==> src/rtl/i2c_cmd_rx_pkg.sv <==
package i2c_cmd_rx_pkg;
  typedef enum logic [2:0] {
    RX_IDLE,
    RX_ADDR,
    RX_DATA,
    RX_ACK,
    RX_SKIP
  } rx_state_t;

  localparam int LINE_SCL = 0;
  localparam int LINE_SDA = 1;
  localparam int LINE_NUM = 2;
endpackage

==> src/rtl/i2c_rst_sync.sv <==
module i2c_rst_sync #(
  parameter int STAGES = 2
) (
  input  logic clk,
  input  logic rst_n_in,
  output logic rst_n_out
);
  logic [STAGES-1:0] chain_q;
  logic [STAGES-1:0] chain_d;

  always_comb begin
    chain_d = {chain_q[STAGES-2:0], 1'b1};
  end

  always_ff @(posedge clk or negedge rst_n_in) begin
    if (!rst_n_in) begin
      chain_q <= '0;
    end else begin
      chain_q <= chain_d;
    end
  end

  assign rst_n_out = chain_q[STAGES-1];
endmodule

==> src/rtl/i2c_line_cond.sv <==
module i2c_line_cond #(
  parameter int N     = 2,
  parameter int SYNC  = 2,
  parameter int FILT  = 3
) (
  input  logic         clk,
  input  logic         rst_n,
  input  logic [N-1:0] din,
  output logic [N-1:0] lvl,
  output logic [N-1:0] rise,
  output logic [N-1:0] fall
);
  for (genvar g = 0; g < N; g++) begin : g_line
    logic [SYNC-1:0] sy_q, sy_d;
    logic [FILT-1:0] win_q, win_d;
    logic            lvl_q, lvl_d, prv_q;

    // next state: synchronizer shift, sample window, hysteresis level
    always_comb begin
      sy_d  = {sy_q[SYNC-2:0], din[g]};
      win_d = {win_q[FILT-2:0], sy_q[SYNC-1]};
      lvl_d = lvl_q;
      if (&win_q) begin
        lvl_d = 1'b1;
      end else if (~|win_q) begin
        lvl_d = 1'b0;
      end
    end

    // bus lines idle high, so reset to 1
    always_ff @(posedge clk or negedge rst_n) begin
      if (!rst_n) begin
        sy_q  <= '1;
        win_q <= '1;
        lvl_q <= 1'b1;
        prv_q <= 1'b1;
      end else begin
        sy_q  <= sy_d;
        win_q <= win_d;
        lvl_q <= lvl_d;
        prv_q <= lvl_q;
      end
    end

    assign lvl[g]  = lvl_q;
    assign rise[g] = lvl_q & ~prv_q;
    assign fall[g] = ~lvl_q & prv_q;
  end
endmodule

==> src/rtl/i2c_rx_fsm.sv <==
module i2c_rx_fsm
  import i2c_cmd_rx_pkg::*;
#(
  parameter int                BYTE_W  = 8,
  parameter logic [BYTE_W-3:0] ADDR_HI = 6'b110111
) (
  input  logic              clk,
  input  logic              rst_n,
  input  logic              scl_lvl,
  input  logic              sda_lvl,
  input  logic              scl_rise,
  input  logic              scl_fall,
  input  logic              sda_rise,
  input  logic              sda_fall,
  input  logic              addr_sel,
  output logic              pull,
  output logic [BYTE_W-1:0] data,
  output logic              valid
);
  localparam int              CNT_W    = $clog2(BYTE_W + 1);
  localparam logic [CNT_W-1:0] CNT_FULL = CNT_W'(BYTE_W);

  rx_state_t         st_q, st_d;
  logic [CNT_W-1:0]  cnt_q, cnt_d;
  logic [BYTE_W-1:0] sh_q, sh_d;
  logic [BYTE_W-1:0] dat_q, dat_d;
  logic              pull_q, pull_d;
  logic              vld_q, vld_d;
  logic              start_ev, stop_ev;
  logic              bit_en, byte_end;
  logic [BYTE_W-1:0] own_addr;

  assign start_ev = sda_fall & scl_lvl;
  assign stop_ev  = sda_rise & scl_lvl;
  assign own_addr = {ADDR_HI, addr_sel, 1'b0};
  assign bit_en   = scl_rise & (cnt_q != CNT_FULL);
  assign byte_end = scl_fall & (cnt_q == CNT_FULL);

  always_comb begin
    st_d   = st_q;
    cnt_d  = cnt_q;
    sh_d   = sh_q;
    dat_d  = dat_q;
    pull_d = pull_q;
    vld_d  = 1'b0;
    if (stop_ev) begin
      st_d   = RX_IDLE;
      pull_d = 1'b0;
    end else if (start_ev) begin
      st_d   = RX_ADDR;
      cnt_d  = '0;
      pull_d = 1'b0;
    end else begin
      unique case (st_q)
        RX_ADDR, RX_DATA: begin
          if (bit_en) begin
            sh_d  = {sh_q[BYTE_W-2:0], sda_lvl};
            cnt_d = cnt_q + 1'b1;
          end else if (byte_end) begin
            if (st_q == RX_DATA) begin
              dat_d  = sh_q;
              vld_d  = 1'b1;
              pull_d = 1'b1;
              st_d   = RX_ACK;
            end else if (sh_q == own_addr) begin
              pull_d = 1'b1;
              st_d   = RX_ACK;
            end else begin
              st_d = RX_SKIP;
            end
          end
        end
        RX_ACK: begin
          if (scl_fall) begin
            pull_d = 1'b0;
            cnt_d  = '0;
            st_d   = RX_DATA;
          end
        end
        default: ;
      endcase
    end
  end

  always_ff @(posedge clk or negedge rst_n) begin
    if (!rst_n) begin
      st_q   <= RX_IDLE;
      cnt_q  <= '0;
      sh_q   <= '0;
      dat_q  <= '0;
      pull_q <= 1'b0;
      vld_q  <= 1'b0;
    end else begin
      st_q   <= st_d;
      cnt_q  <= cnt_d;
      sh_q   <= sh_d;
      dat_q  <= dat_d;
      pull_q <= pull_d;
      vld_q  <= vld_d;
    end
  end

  assign pull  = pull_q;
  assign data  = dat_q;
  assign valid = vld_q;
endmodule

==> src/rtl/i2c_cmd_rx.sv <==
module i2c_cmd_rx
  import i2c_cmd_rx_pkg::*;
#(
  parameter int                BYTE_W     = 8,
  parameter int                SYNC_DEPTH = 2,
  parameter int                FILT_LEN   = 3,
  parameter logic [BYTE_W-3:0] ADDR_HI    = 6'b110111
) (
  input  logic              clk,
  input  logic              rst_n,
  input  logic              scl_i,
  input  logic              sda_i,
  input  logic              addr_sel,
  output logic              sda_pull,
  output logic [BYTE_W-1:0] cmd_data,
  output logic              cmd_valid
);
  logic                rst_n_s;
  logic [LINE_NUM-1:0] lines, lvl, rise, fall;

  assign lines[LINE_SCL] = scl_i;
  assign lines[LINE_SDA] = sda_i;

  i2c_rst_sync #(.STAGES(2)) u_rst (
    .clk       (clk),
    .rst_n_in  (rst_n),
    .rst_n_out (rst_n_s)
  );

  i2c_line_cond #(.N(LINE_NUM), .SYNC(SYNC_DEPTH), .FILT(FILT_LEN)) u_cond (
    .clk   (clk),
    .rst_n (rst_n_s),
    .din   (lines),
    .lvl   (lvl),
    .rise  (rise),
    .fall  (fall)
  );

  i2c_rx_fsm #(.BYTE_W(BYTE_W), .ADDR_HI(ADDR_HI)) u_fsm (
    .clk      (clk),
    .rst_n    (rst_n_s),
    .scl_lvl  (lvl[LINE_SCL]),
    .sda_lvl  (lvl[LINE_SDA]),
    .scl_rise (rise[LINE_SCL]),
    .scl_fall (fall[LINE_SCL]),
    .sda_rise (rise[LINE_SDA]),
    .sda_fall (fall[LINE_SDA]),
    .addr_sel (addr_sel),
    .pull     (sda_pull),
    .data     (cmd_data),
    .valid    (cmd_valid)
  );
endmodule

==> config.mk <==
export PLATFORM = sky130hd
export DESIGN_NAME = i2c_cmd_rx
export DESIGN_NICKNAME = d
export VERILOG_FILES = /design/src/rtl/i2c_cmd_rx_pkg.sv /design/src/rtl/i2c_rst_sync.sv /design/src/rtl/i2c_line_cond.sv /design/src/rtl/i2c_rx_fsm.sv /design/src/rtl/i2c_cmd_rx.sv
export SDC_FILE = /design/constraint.sdc
export NUM_CORES = 1
export LEC_CHECK = 0
export CAP_MARGIN = 20
export CELL_PAD_IN_SITES_DETAIL_PLACEMENT = 0
export CELL_PAD_IN_SITES_GLOBAL_PLACEMENT = 1
export CORE_ASPECT_RATIO = 1.1
export CORE_UTILIZATION = 40
export CTS_BUF_LIST = sky130_fd_sc_hd__clkbuf_8
export CTS_CLUSTER_DIAMETER = 30
export DETAILED_ROUTE_END_ITERATION = 10
export DONT_BUFFER_PORTS = 1
export PLACE_DENSITY = 0.63
export REMOVE_ABC_BUFFERS = 1
export SLEW_MARGIN = 25
export SYNTH_ARGS = -nofsm -noshare
export SYNTH_HDL_FRONTEND = slang
export SYNTH_SLANG_ARGS = --single-unit
==> constraint.sdc <==
create_clock -name clk -period 2.77 [get_ports clk]
set_clock_uncertainty 0.1 [all_clocks]
set_input_delay 0.277 -clock clk [delete_from_list [all_inputs] [get_ports clk]]
set_output_delay 0.277 -clock clk [all_outputs]
set_load 0.05 [all_outputs]
Yosys cells after proc, flatten, opt, wreduce, memory -nomap -nowiden
Cells that the tools add are included.
- register bits: 41
- input bits: 5
- output and inout port bits: 10
- add/sub/neg operators: 1
- equality and inequality tests: 14
- multiplexer cells: 30
- bitwise logic cells: 15
- reduce and logical (&&, ||, !) cells: 12
- operator list (kind ; number):
    $mux W3 ; 7
    $mux W1 ; 17
    $mux W4 ; 3
    $reduce_and A4 Y1 ; 3
    $and A1 B1 Y1 ; 8
    $eq A8 B8 Y1 ; 1
    $ne A4 B1 Y1 const B ; 2
    $pmux W4 S2 ; 1
    $not A1 Y1 ; 7
    $eq A3 B2 Y1 const B ; 2
    $ne A3 B1 Y1 const B ; 2
    $pmux W3 S2 ; 1
    $reduce_and A3 Y1 ; 2
    $reduce_and A6 Y1 ; 1
    $reduce_or A3 Y1 ; 2
    $ne A5 B1 Y1 const B ; 1
    $reduce_and A5 Y1 ; 1
    $add A4 B1 Y4 const B ; 1
    $eq A4 B4 Y1 const B ; 1
    $ne A2 B1 Y1 const B ; 2
    $ne A4 B2 Y1 const B ; 1
    $ne A4 B4 Y1 const B ; 1
    $reduce_bool A4 Y1 ; 1
    $eq A3 B1 Y1 const B ; 1
    other kinds (3) ; 3

Logic depth before layout (Yosys ltp)
Gate-level depths: netlist (run 1).
- depth in word-level cells: 8
- depth in mapped cells: 7
- mapped depth without buffers: 6

By module
From an unflattened synthesis (run 1), not the netlist that was laid out.
- cell total of the unflattened synthesis: 134
- area total of the unflattened synthesis: 1760.4 um^2
- by module, submodules not included (module ; instances ; cells each ; area an instance (um^2)):
    i2c_rx_fsm ; 1 ; 103 ; 1261.2
    i2c_line_cond ; 1 ; 28 ; 445.4
    i2c_rst_sync ; 1 ; 3 ; 53.8

Worst setup path after synthesis (run 1)
OpenSTA, ideal clock, no wires.
- path type: flip-flop to flip-flop
- start point: register u_cond.g_line[1].lvl_q
- end point: register u_fsm.sh_q[0]
- library setup time: 0.125 ns
- data arrival time: 1.858 ns
- data required time: 2.545 ns
- path slack: 0.687 ns
- stages on the path, launching flop included: 6
- cells stage by stage: dfstp_2 -> clkbuf_1 -> xnor2_1 -> or4b_1 -> buf_6 -> mux2_4
- cells in the longest elaborated chain, start to end: 5
- ends and longest elaborated chain (element ; RTL line ; RTL):
    from (decl) ; i2c_line_cond.sv:16 ; logic lvl_q, lvl_d, prv_q;
    from (signal assigned) ; i2c_line_cond.sv:40 ; lvl_q <= lvl_d;
    $not A1 Y1 ; i2c_line_cond.sv:47 ; assign fall[g] = ~lvl_q & prv_q;
    $and A1 B1 Y1 ; i2c_line_cond.sv:47 ;
    $and A1 B1 Y1 ; i2c_rx_fsm.sv:33 ; assign start_ev = sda_fall & scl_lvl;
    $not A1 Y1 (no source line) ; - ;
    $reduce_and A4 Y1 (no source line) ; - ;
    to (signal assigned) ; i2c_rx_fsm.sv:89 ; sh_q <= '0;
    to (signal assigned) ; i2c_rx_fsm.sv:96 ; sh_q <= sh_d;
    to (decl) ; i2c_rx_fsm.sv:25 ; logic [BYTE_W-1:0] sh_q, sh_d;
Several ways; a longest one is shown, not always the timed one.
A chain may end at the register's enable or synchronous reset.

Worst setup path after layout (run 1)
- start point: register u_cond.g_line[0].lvl_q
- end point: register u_fsm.sh_q[5]
- cells in the longest elaborated chain, start to end: 3
- ends and longest elaborated chain (element ; RTL line):
    from (decl) ; i2c_line_cond.sv:16
    from (signal assigned) ; i2c_line_cond.sv:40
    $and A1 B1 Y1, on equally long branches ; i2c_line_cond.sv:46, i2c_rx_fsm.sv:33, i2c_rx_fsm.sv:34
    $and A1 B1 Y1 or $not A1 Y1 (tied branches) ; -
    $reduce_and A4 Y1 (no source line) * ; -
Every way passes the cells marked *; elsewhere a longest branch is shown, timed or not.

==> summary.txt, run 1 <==
Status
  – Status: completed

Floorplan
  – Chip Width: 64.7 um
  – Initial Util: 0.427
  – Die Height: 71.0 um
  – Core ar.: 0.00405 mm2
  – Std-Cell Rows: 24
  – IO Count: 15
  – Die footprint: between 0.004 and 0.005 mm2

Yosys
  – Post-synth EDFFs: 0
  – Flops & latches, synth: 41
  – Area of the mapped netlist: 0.00173 mm2
  – Most frequent cells after synthesis: 27 x dfrtp_1, 14 x dfstp_2, 8 x inv_1, 8 x mux2_2, 8 x mux2_4
  – Syn Area/Cell: 12.9 um2
  – Netlist cell types: 40
  – Sequential-to-total area share from yosys stat: 0.603
  – Most frequent cell after synthesis: dfrtp_1
  – Cell taking the most area after synthesis: dfrtp_1
  – Post-synth top flop: dfrtp_1
  – Area contributors post-synth: dfrtp_1 39%, dfstp_2 21%, mux2_4 6.9%, mux2_2 5.2%, o21ai_0 1.7%
  – Post-Synthesis Cells: about 130
  – Synth warnings: 0
  – Area share of the largest cell type after synthesis: 0.390
  – Asr flop ratio synth: 1.00

Finish
  – Util after Layout: 0.467
  – Share of layout cells above drive strength 1: 0.277
  – Fill cell count: 360
  – Nets: ~150
  – Area Overhead vs Synth: 9.39%
  – Diodes inserted: 0
  – Cell area after layout: 0.00189 mm2

Timing
  – Min Tclk post-route: 2.38 ns
  – Unrepaired setup endpoints after global routing: no
  – Final Worst Setup Slack: 0.386 ns
  – Final Max Tran Viols: 0
  – Post-route clock period utilization: 0.861
  – Setup TNS: 0 ns
  – Worst relative slew slack: 0.501
  – Worst-Margin Slew: 0.742 ns
  – Max Freq: 0.419 GHz
  – Final hold vios: 0
  – # setup viols final: 0

Setup path
  – CP startpoint kind: flip-flop
  – Kind of critical path: flip-flop to flip-flop
  – Arrival @ worst endpoint: approximately 2.5 ns
  – Critical Path RT: 2.85 ns
  – Critical path capture point type: flip-flop
  – Crit Path Max Fanout: 10

Global routing
  – Vias in the first global route: about 1000
  – Largest net degree at the start of global routing: 28
  – Initial antenna violation count: 0
  – GRT overflow: 0
  – First-pass GRT wire length: between 4000 and 5000 um
  – GRT Overall Usage: 0.144

Clock tree
  – H-tree levels: 2
  – Worst-skew pair later-pin latency: 0.29 ns
  – TritonCTS clock tree: done
  – Clock tree buffer depth: 2
  – Clock transition at path regs: 0.08 ns
  – CTS Buf Count: 5
  – Post-CTS Setup Inserts: 0
  – Clock sinks: slightly above 40
  – Clk root buf: clkbuf_8
  – PostCTS Resize Cnt: 0

Drt
  – ANT nets after route: 0
  – Post-route DRC violation count: 0
  – Pre-antenna DRT Iters: 5
  – Drt via density: 5.19
  – WL/cell: 14.9 um
  – Iter 0 DRT Violations: 45
  – DR vias: 1001
  – DRT Wirelength: 2880 um

Placed design
  – Final HPWL DP: just over 2000 um
  – Port bufs: 0
  – RD Place Congestion: 0.805
  – Dpl cell area: 0.00178 mm2
  – Pre-CTS setup slack: 0.383 ns

Hold path
  – HP Class: flip-flop to async pin

Pwr
  – Maximum vdd drop: 0.380 mV
  – Lkg Pwr: 0.896 nW
  – PD cells: approximately 740 mW/mm2

Run
  – Max Cap Viol: 0
## metrics by stage
step | power, mW | hold WS [ns] | instances
floorplan | 0.965 | -0.119 | 129
global placement | 1.02 | -0.119 | 182
detailed placement | 1.03 | -0.119 | 182
CTS | 1.41 | 0.101 | 193
global route | 1.49 | 0.103 | 193
finish | 1.40 | 0.0964 | 193
## layer usage
metal  vias up  wire, um  share of wire  GRT usage
li1        481         -              -          -
met1       498      1350           0.47      0.184
met2        16      1360           0.47      0.229
met3         6       109          0.038     0.0419
met4         0        48          0.017     0.0593
met5         -         0              0          0
## critical path, stage by stage (launching register included)
cell and delay, ns:
dfstp_2 0.60, or3b_1 0.35, or4b_1 0.81, mux2_4 0.40
## report_power, final
group / internal (mW) / leakage [nW] / switching [mW] / total (mW)
logic: 0.132 / 0.346 / 0.102 / 0.234
clock network: 0.174 / 0.0416 / 0.201 / 0.375
registers: 0.685 / 0.508 / 0.101 / 0.787
total: 0.991 / 0.896 / 0.405 / 1.40
## placed cells by master, fill, tap and decap left out, drive strengths merged, types with 2 or more instances in the layout
cell type / count
a211oi: 2
a21o: 2
a21oi: 5
clkbuf: 5
clkinvlp: 2
dfrtp: 27
dfstp: 14
dlygate4sd3: 3
ha: 2
inv: 9
mux2: 16
nand2: 7
nand2b: 4
nand3: 2
nand3b: 2
nor2: 5
nor4: 2
o21ai: 6
o22a: 3
or2b: 2
xnor2: 2
## final cells by class
class | instances | area [um2] | area share
inverters | 8 | 30.0 | 0.0159
clock buffers | 5 | 68.8 | 0.0363
clock inverters | 3 | 18.8 | 0.00991
multi-input cells | 80 | 631 | 0.333
repair buffers | 4 | 37.5 | 0.0198
flip-flops and latches | 41 | 1040 | 0.551
well taps | 52 | 65.1 | 0.0343
## flip-flops by register name (all words and copies together), names as in the netlist
signal               cells
u_fsm.st_q               3
u_cond.g_line.lvl_q      2
u_cond.g_line.sy_q       4
u_rst.chain_q            2
u_fsm.pull               1
u_fsm.valid              1
u_fsm.cnt_q              4
u_cond.g_line.win_q      6
u_fsm.data               8
u_cond.g_line.prv_q      2
u_fsm.sh_q               8
## logic make-up after synthesis
logic type,after synthesis,synth area share
AOI/OAI and AO/OA,26,0.104
muxes,16,0.121
adders and majority gates,2,0.0144
DFF,41,0.603
other,1,0.00217
xor gates and xnor gates,3,0.0152
buffers and inverters,13,0.0332
and+or+nand+nor,32,0.107
## final timing paths
check / end / depth (start not counted) / start / slack, ns
max in group asynchronous: u_cond.g_line[0].prv_q / 1 / u_rst.chain_q[1] / 1.71
min reg2reg: u_fsm.data[1] / 0 / u_rst.chain_q[1] / 0.1
min in group clk: u_cond.g_line[1].sy_q[1] / 0 / u_cond.g_line[1].sy_q[0] / 0.26
min: u_fsm.data[1] / 0 / u_rst.chain_q[1] / 0.1
max: u_fsm.sh_q[5] / 3 / u_cond.g_line[0].lvl_q / 0.39
max reg2reg: u_fsm.sh_q[5] / 3 / u_cond.g_line[0].lvl_q / 0.39
## what timing repair did
action	4_1_cts	5_1_grt
hold buffers	3	0
endpoints found under the setup margin	0	0
hold endpoints to repair	4	0
Note: power is estimated with default switching activity, not from simulation.
==> inputs of run 2 (changes only) <==
Settings changed: CELL_PAD_IN_SITES_DETAIL_PLACEMENT 0 to 1.
==> run 2 against run 1 <==
Critical path depth is 2 higher. Highest routed layer unchanged. Critical endpoint is now u_fsm.sh_q[2]. Count of clock-buffer cells in the layout unchanged. Register-to-register slack about the same. Die area unchanged. Clock power is 25% higher. Worst hold slack worse by 0.0012 ns.
==> summary.txt, run 2 (same netlist as run 1, synthesis figures left out) <==
Status
  – Status: completed

Pwr
  – Lkg Pwr: 0.913 nW (+2.0%)
  – Maximum vdd drop: 0.410 mV (+7.9%)
  – PD cells: 783 mW/mm2 (+6.3%)

Clock tree
  – H-tree levels: 2 (unchanged)
  – Worst-skew pair later-pin latency: 0.29 ns (about the same)
  – TritonCTS clock tree: done
  – Clock sinks: 41 (unchanged)
  – CTS Buf Count: 5 (unchanged)
  – Clock transition at path regs: 0.08 ns (about the same)
  – PostCTS Resize Cnt: 0 (unchanged)
  – Clock tree buffer depth: 2 (unchanged)
  – Clk root buf: clkbuf_8
  – Post-CTS Setup Inserts: 0 (unchanged)

Timing
  – Worst relative slew slack: 0.533 (+0.0325)
  – Final hold vios: 0 (unchanged)
  – Final Max Tran Viols: 0 (unchanged)
  – Worst-Margin Slew: 0.694 ns (-0.0483 ns)
  – Unrepaired setup endpoints after global routing: no
  – Setup TNS: 0 ns (unchanged)
  – Max Freq: 0.419 GHz (about the same)
  – # setup viols final: 0 (unchanged)
  – Post-route clock period utilization: 0.861 (about the same)
  – Min Tclk post-route: 2.38 ns (+0.000642 ns)

Drt
  – Pre-antenna DRT Iters: 4 (-1)
  – WL/cell: 16.3 um (+9.5%)
  – DR vias: 1041 (+4.0%)
  – Iter 0 DRT Violations: 38 (-16%)
  – Drt via density: 5.39 (+4.0%)
  – ANT nets after route: 0 (unchanged)
  – DRT Wirelength: 3150 um (+9.5%)
  – Post-route DRC violation count: 0 (unchanged)

Finish
  – Commonest non-fill, non-tap cell in the layout: dfrtp_1
  – Util after Layout: 0.473 (+0.00586)
  – Multi-input logic area: 631 um2 (unchanged)
  – Diodes inserted: 0 (unchanged)
  – Fill cell count: 432 (+20%)
  – Area Overhead vs Synth: 10.8%
  – Nets: 147 (unchanged)
  – Register area: 0.00104 mm2 (unchanged)
  – Commonest cells after routing, fill and taps aside: 27 x dfrtp_1, 14 x dfstp_2, 9 x inv_1
  – Share of layout cells above drive strength 1: 0.277 (unchanged)

Placed design
  – Final HPWL DP: 2250 um (+11%)
  – RD Place Congestion: 0.805 (unchanged)
  – Port bufs: 0 (unchanged)

Setup path
  – Kind of critical path: flip-flop to flip-flop
  – CP max stage delay: 0.83 ns (+0.02 ns)
  – Arrival @ worst endpoint: 2.46 ns (about the same)
  – Slowest cell on crit path: or4b_1
  – Critical Path RT: 2.84 ns (about the same)
  – Crit Path Max Fanout: 10 (unchanged)
  – CP startpoint kind: flip-flop
  – Critical Path, Cell by Cell: inv_1, ha_1, and3b_1, or4b_1, mux2_4
  – Critical path capture point type: flip-flop

Global routing
  – GRT overflow: 0 (unchanged)
  – Vias in the first global route: 1137 (+9.2%)
  – Initial antenna violation count: 0 (unchanged)
  – Largest net degree at the start of global routing: 28 (unchanged)
  – GRT Overall Usage: 0.157 (+0.0128)
  – First-pass GRT wire length: 5470 um (+9.8%)

Floorplan
  – Initial Util: 0.427 (unchanged)
  – Core ar.: 0.00405 mm2 (unchanged)
  – Die footprint: 0.00460 mm2 (unchanged)
  – Die Height: 71.0 um (unchanged)
  – Chip Width: 64.7 um (unchanged)
  – IO Count: 15 (unchanged)
  – Std-Cell Rows: 24 (unchanged)

Hold path
  – HP Class: flip-flop to async pin

Run
  – Max Cap Viol: 0 (unchanged)
==> run 2: cell types whose count changed in the layout (fill, tap and decap cells not counted) <==
cell	delta
bufinv_16	+1
clkinv_4	+1
clkinvlp_4	-2
==> run 2: final timing paths <==
path | from | to | slack [ns] | depth (start not counted)
worst min register to register | u_rst.chain_q[1] | u_fsm.data[1] | 0.1 | 0
max in group asynchronous | u_rst.chain_q[1] | u_cond.g_line[1].prv_q | 1.72 | 1
min in group clk | u_cond.g_line[0].sy_q[1] | u_cond.g_line[0].win_q[0] | 0.25 | 0
worst min-delay path | u_rst.chain_q[1] | u_fsm.data[1] | 0.1 | 0
worst max-delay path | u_fsm.cnt_q[0] | u_fsm.sh_q[2] | 0.39 | 5
worst max register to register | u_fsm.cnt_q[0] | u_fsm.sh_q[2] | 0.39 | 5
==> run 2: layer usage <==
layer  vias up  wire length (um)  global-route usage
met5         -                 0                   0
met4         0                40              0.0519
met3         4               105              0.0403
met2        16              1610               0.263
met1       542              1400               0.197
li1        479                 -                   -
==> run 2: timing repair <==
item	in CTS	in global routing
endpoints found under the setup margin	0	0
endpoints found under the hold margin	4	0
hold buffers	3	0
==> run 2: where the power goes <==
part           switching, mW  leakage, nW  internal [mW]
Clock                  0.202       0.0595          0.267
Sequential             0.103        0.508          0.685
Combinational          0.112        0.346          0.133
==> run 2: layout make-up <==
class / count / area share
flip-flops and latches: 41 / 0.544
well taps: 52 / 0.0339
clock inverters: 3 / 0.0222
clock buffers: 5 / 0.0359
multi-input cells: 80 / 0.329
inverters: 8 / 0.0157
repair buffers: 4 / 0.0196
==> run 2: metrics by stage <==
stage               instances  worst slack (ns)  total power [mW]  area, um2  hold slack [ns]
CTS                       193             0.365              1.52       1920            0.106
floorplan                 129             0.553             0.965       1700           -0.119
global route              193             0.253              1.59       1920           0.0991
finish                    193             0.385              1.50       1920           0.0952
global placement          182             0.443              1.02       1780           -0.119
detailed placement        182             0.384              1.04       1780           -0.119
==> run 2: critical path: cells and delay by family (launching register included) <==
kind,cells,cell delay [ns]
adders and majority gates,1,0.22
buffers and inverters,1,0.07
DFF,1,0.44
muxes,1,0.40
and+or+nand+nor,2,1.04
